## src/rtl/uart_irq_hub.sv

```systemverilog
module uart_irq_hub #(
  parameter int NCH = 4,
  parameter int ADDR_W = 14,
  parameter logic [31:0] ID_WORD = 32'h0950_0001
) (
  input  logic              clk,
  input  logic              rst_n,
  input  logic              bus_sel,
  input  logic              bus_we,
  input  logic [ADDR_W-1:0] bus_addr,
  input  logic [31:0]       bus_wdata,
  output logic [31:0]       bus_rdata,
  input  logic [NCH-1:0]    ch_irq,
  output logic [NCH-1:0]    ch_sel,
  output logic              ch_we,
  output logic [8:0]        ch_addr,
  output logic [7:0]        ch_wdata,
  input  logic [NCH*8-1:0]  ch_rdata,
  output logic              irq_out,
  output logic              wake_out
);
  localparam logic [31:0] WIN_BASE = 32'h1000;
  localparam logic [31:0] WIN_END  = WIN_BASE + 32'(16 * 512);

  logic [31:0]    a32;
  logic [31:0]    win_off;
  logic [4:0]     win_idx;
  logic [9:0]     word;
  logic           is_glb, in_win, idx_ok;
  logic           gwr;
  logic           wr_ie_set, wr_ie_clr, wr_wk_set, wr_wk_clr;
  logic [NCH-1:0] wbits;
  logic [NCH-1:0] en_mask, wake_mask;
  logic [31:0]    rd;
  logic           unused_bits;

  assign a32     = 32'(bus_addr);
  assign is_glb  = a32 < WIN_BASE;
  assign in_win  = (a32 >= WIN_BASE) && (a32 < WIN_END);
  assign win_off = a32 - WIN_BASE;
  assign win_idx = win_off[13:9];
  assign idx_ok  = in_win && (win_idx < 5'(NCH));
  assign word    = a32[11:2];
  assign wbits   = bus_wdata[NCH-1:0];
  assign unused_bits = &{1'b0, bus_wdata, win_off};

  assign gwr       = bus_sel && bus_we && is_glb;
  assign wr_ie_set = gwr && word == 10'd3;
  assign wr_ie_clr = gwr && word == 10'd4;
  assign wr_wk_set = gwr && word == 10'd5;
  assign wr_wk_clr = gwr && word == 10'd6;

  always_ff @(posedge clk or negedge rst_n) begin
    if (!rst_n) begin
      en_mask   <= '0;
      wake_mask <= '0;
    end else begin
      if (wr_ie_set) en_mask <= en_mask | wbits;
      else if (wr_ie_clr) en_mask <= en_mask & ~wbits;
      if (wr_wk_set) wake_mask <= wake_mask | wbits;
      else if (wr_wk_clr) wake_mask <= wake_mask & ~wbits;
    end
  end

  assign irq_out  = |(ch_irq & en_mask);
  assign wake_out = |(ch_irq & wake_mask);

  for (genvar i = 0; i < NCH; i++) begin : g_sel
    assign ch_sel[i] = bus_sel && idx_ok && (win_idx == 5'(i));
  end
  assign ch_we    = bus_sel && bus_we && idx_ok;
  assign ch_addr  = win_off[8:0];
  assign ch_wdata = bus_wdata[7:0];

  always_comb begin
    rd = '0;
    if (is_glb) begin
      case (word)
        10'd0: rd = ID_WORD;
        10'd1: rd = {27'd0, 5'(NCH)};
        10'd2: rd = 32'(ch_irq);
        10'd3, 10'd4: rd = 32'(en_mask);
        10'd5, 10'd6: rd = 32'(wake_mask);
        default: rd = '0;
      endcase
    end else if (idx_ok) begin
      for (int i = 0; i < NCH; i++)
        if (win_idx == 5'(i)) rd = 32'(ch_rdata[i*8 +: 8]);
    end
  end
  assign bus_rdata = bus_sel ? rd : '0;


  ie_set_chk: assert property (@(posedge clk) disable iff (!rst_n)
    wr_ie_set |=> ((en_mask & $past(wbits)) == $past(wbits)));

  ie_clr_chk: assert property (@(posedge clk) disable iff (!rst_n)
    wr_ie_clr |=> ((en_mask & $past(wbits)) == '0));

  wk_set_chk: assert property (@(posedge clk) disable iff (!rst_n)
    wr_wk_set |=> ((wake_mask & $past(wbits)) == $past(wbits)));

  ie_hold_chk: assert property (@(posedge clk) disable iff (!rst_n)
    !(wr_ie_set || wr_ie_clr) |=> $stable(en_mask));

  sel_onehot_chk: assert property (@(posedge clk) disable iff (!rst_n)
    $onehot0(ch_sel));

  oob_chk: assert property (@(posedge clk) disable iff (!rst_n)
    (in_win && win_idx >= 5'(NCH)) |-> (ch_sel == '0 && bus_rdata == '0));
endmodule

```

## config.mk

```make
export PLATFORM = sky130hd
export DESIGN_NAME = uart_irq_hub
export DESIGN_NICKNAME = d
export VERILOG_FILES = /design/src/rtl/uart_irq_hub.sv
export SDC_FILE = /design/constraint.sdc
export NUM_CORES = 1
export LEC_CHECK = 0
export ABC_CLOCK_PERIOD_IN_PS = 2600
export BUFFER_PORTS_ARGS = -buffer_cell sky130_fd_sc_hd__buf_2
export CORE_MARGIN = 2
export CORE_UTILIZATION = 40
export DETAILED_ROUTE_END_ITERATION = 12
export PLACE_DENSITY = 0.89
export SYNTH_ARGS = -nofsm -noshare
export SYNTH_HDL_FRONTEND = slang
export SYNTH_SLANG_ARGS = --single-unit
```

## constraint.sdc

```tcl
create_clock -name clk -period 2.6 [get_ports clk]
set_clock_uncertainty 0.1 [all_clocks]
set_input_delay 0.26 -clock clk [delete_from_list [all_inputs] [get_ports clk]]
set_output_delay 0.26 -clock clk [all_outputs]
set_load 0.03 [all_outputs]
```

==> qor.txt <==
maxcap violations = 0
Overflow after GRT = 0
syn avg cell area = 8.04 um2
sequential element share of the synthesized area = 0.139
share of cells above drive strength 1 = 0.415
Yosys cell types = 43
first-pass GRT wire length = 6160 um
crit path max-delay cell type = nor4_4
outcome = finished clean
Sw Pwr = 0.174 mW
CTS tree = done
switching share of total power = 0.411
total chip power = 0.422 mW
Hold Crit Depth = 4
Worst path most repeated cell = buf_2
Final Critical Period = 2.14 ns
crit path cell chain = buf_2, nor4_4, and2_1, nand3_1, nor3_1, buf_2
CTS max path bufs = 2
vias per cell = 5.38
total core area = 3390 um2
Final Hold Fails = 0
Area Overhead vs Synth = 16.6%
Worst Setup End Kind = output port
Final Max Slew Viols = 0
PostCTS Resize Cnt = 0
pin count of the biggest net entering global routing = 24
CP max FO = 16
Rows = 21
vias in the first global route = 1397
worst path bufs/invs = 2
Max stage delay on crit path = 0.39 ns
Syn Inst Count = 179
RSZ-0062 raised after global routing = false
Worst VDD drop = 0.119 mV
htree depth = 1
Post-synth EDFFs = 0
clk slew on worst S/H paths = 0.06 ns
initial antenna violation count = 0
hold_sp = bus_we
register area = 200 um2
post-route ant nets = 0
critical path arrival = 1.78 ns
final setup fails = 0
die height = 64.0 um
TritonCTS buffer count = 3
Clk network pwr share = 0.226
Combinational Power Share = 0.478
worst r2r path cells = 2
Vias = 1516
# Post-CTS Setup Buffers = 0
CP top delay family = simple AND/OR/NAND/NOR gates
Critical Path Start Type = input port
critical path type = input port to output port
multi-input logic area = 932 um2
Die Area = 4090 um2
r2r setup slk = 1.67 ns
flops & latches, synth = 8
wire per inst = 14.1 um
Ant. Diodes = 0
Yosys warning count = 0
Top FF cell, synth = dfrtp_1
Die W = 64.0 um
Ports = 142
Layout Nets = 326
drt pass-1 iters = 4
required time of the critical path = 2.24 ns
final RePlAce weighted congestion = 0.769
DRT iter0 DRCs = 90
starting density of the core = 0.425
Hold Crit Class = input port to register
CP Depth = 6
clk sinks = 8
DRC Markers = 0
Clock Tree Root = clkbuf_4
Fmax = 468 MHz
Routed WL = 3990 um
GRT Util Overall = 0.185
detailed placer's ending HPWL = 3240 um
sequential power share = 0.295
Tcrit/Tclk final = 0.822
Fin Setup TNS = 0 ns
Mapped Area = 1440 um2
PwrDens = 251 nW/um2
fillers = 342
Post-synth ARST share = 1.00
Port Buf Inserts = 85
worst-skew pair later-pin latency = 0.26 ns
Pint = 0.248 mW
Leak = 0.856 nW
[layout make-up]
type,count,share of cell area
sequential,8,0.119
tap,46,0.0343
timing repair buffer,88,0.268
multi-input combinational,133,0.556
clock buffer,3,0.0134
inverter,4,0.00895
[cells in the mapped netlist (5+ instances only)]
cell	n	area, um2
o21ai_0	12	60.1
o31ai_1	8	60.1
and3_1	8	50.1
mux2i_1	5	50.1
buf_2	5	25.0
clkbuf_1	7	26.3
buf_4	40	300
a21oi_1	6	30.0
dfrtp_1	8	200
nand2_1	13	48.8
[metrics by stage]
step	util	hold WS, ns	std cells	setup WS [ns]	area, um2
5_1_grt	0.495	0.273	282	0.296	1680
2_1_floorplan	-	-0.136	198	0.107	1510
3_5_place_dp	0.485	0.0110	278	0.440	1650
6_report	0.495	0.240	282	0.464	1680
4_1_cts	0.495	0.240	282	0.441	1680
3_3_place_gp	0.485	0.00844	278	0.474	1650
[worst max path at each step]
stage,start,endpoint,slack [ns]
2_1_floorplan,bus_addr[10],bus_rdata[22],0.11
3_3_place_gp,bus_addr[9],bus_rdata[27],0.47
3_5_place_dp,bus_addr[9],bus_rdata[20],0.44
4_1_cts,bus_addr[9],bus_rdata[20],0.44
5_1_grt,bus_addr[9],bus_rdata[20],0.30
6_report,bus_addr[9],bus_rdata[20],0.46
[timing repair]
item	4_1_cts	5_1_grt
endpoints found under the setup margin	0	0
hold endpoints to repair	8	0
hold buffers	1	0
[power groups by stage]
| stage | clock [mW] | sequential (mW) | combinational (mW) |
|---|---|---|---|
| 2_1_floorplan | 0 | 0.127 | 0.184 |
| 3_3_place_gp | 0 | 0.127 | 0.195 |
| 3_5_place_dp | 0 | 0.127 | 0.200 |
| 4_1_cts | 0.0960 | 0.125 | 0.202 |
| 5_1_grt | 0.102 | 0.124 | 0.218 |
| 6_report | 0.0954 | 0.125 | 0.202 |
[worst register-to-register path, stage by stage, from the launching register on]
cell and delay, ns:
dfrtp_1 0.44, a41oi_1 0.21, a21oi_1 0.06
[placed cells by master (no fill, tap or decap), drive strengths merged, types with 2 or more instances in the layout]
| master | count |
|---|---|
| a21oi | 6 |
| a22oi | 4 |
| a2bb2oi | 3 |
| a41oi | 4 |
| and2 | 3 |
| and3 | 8 |
| buf | 87 |
| clkbuf | 3 |
| conb | 20 |
| dfrtp | 8 |
| ha | 2 |
| inv | 4 |
| mux2 | 2 |
| mux2i | 5 |
| mux4 | 5 |
| nand2 | 14 |
| nand3 | 4 |
| nand4 | 3 |
| nor2 | 3 |
| nor2b | 4 |
| nor3 | 3 |
| nor3b | 3 |
| o21ai | 13 |
| o22ai | 3 |
| o31ai | 8 |
[kinds of logic after synthesis]
group	share of synthesized area
other	0.00261
AO/OA/AOI/OAI	0.225
buffers and inverters	0.263
XOR/XNOR	0.00609
flip-flops	0.139
AND/OR/NAND/NOR	0.208
multiplexers	0.139
adder cells (fa/ha/maj)	0.0174
[layer usage]
layer  routed length (um)  part of all wire  track usage  vias to the layer above
li1                     -                 -            -                      724
met1                 1500              0.37        0.234                      712
met2                 2110              0.53        0.326                       71
met3                  318             0.080       0.0229                        9
met4                   63             0.016       0.0571                        0
met5                    0                 0            0                        -
Power figures use the tool's default switching activity.
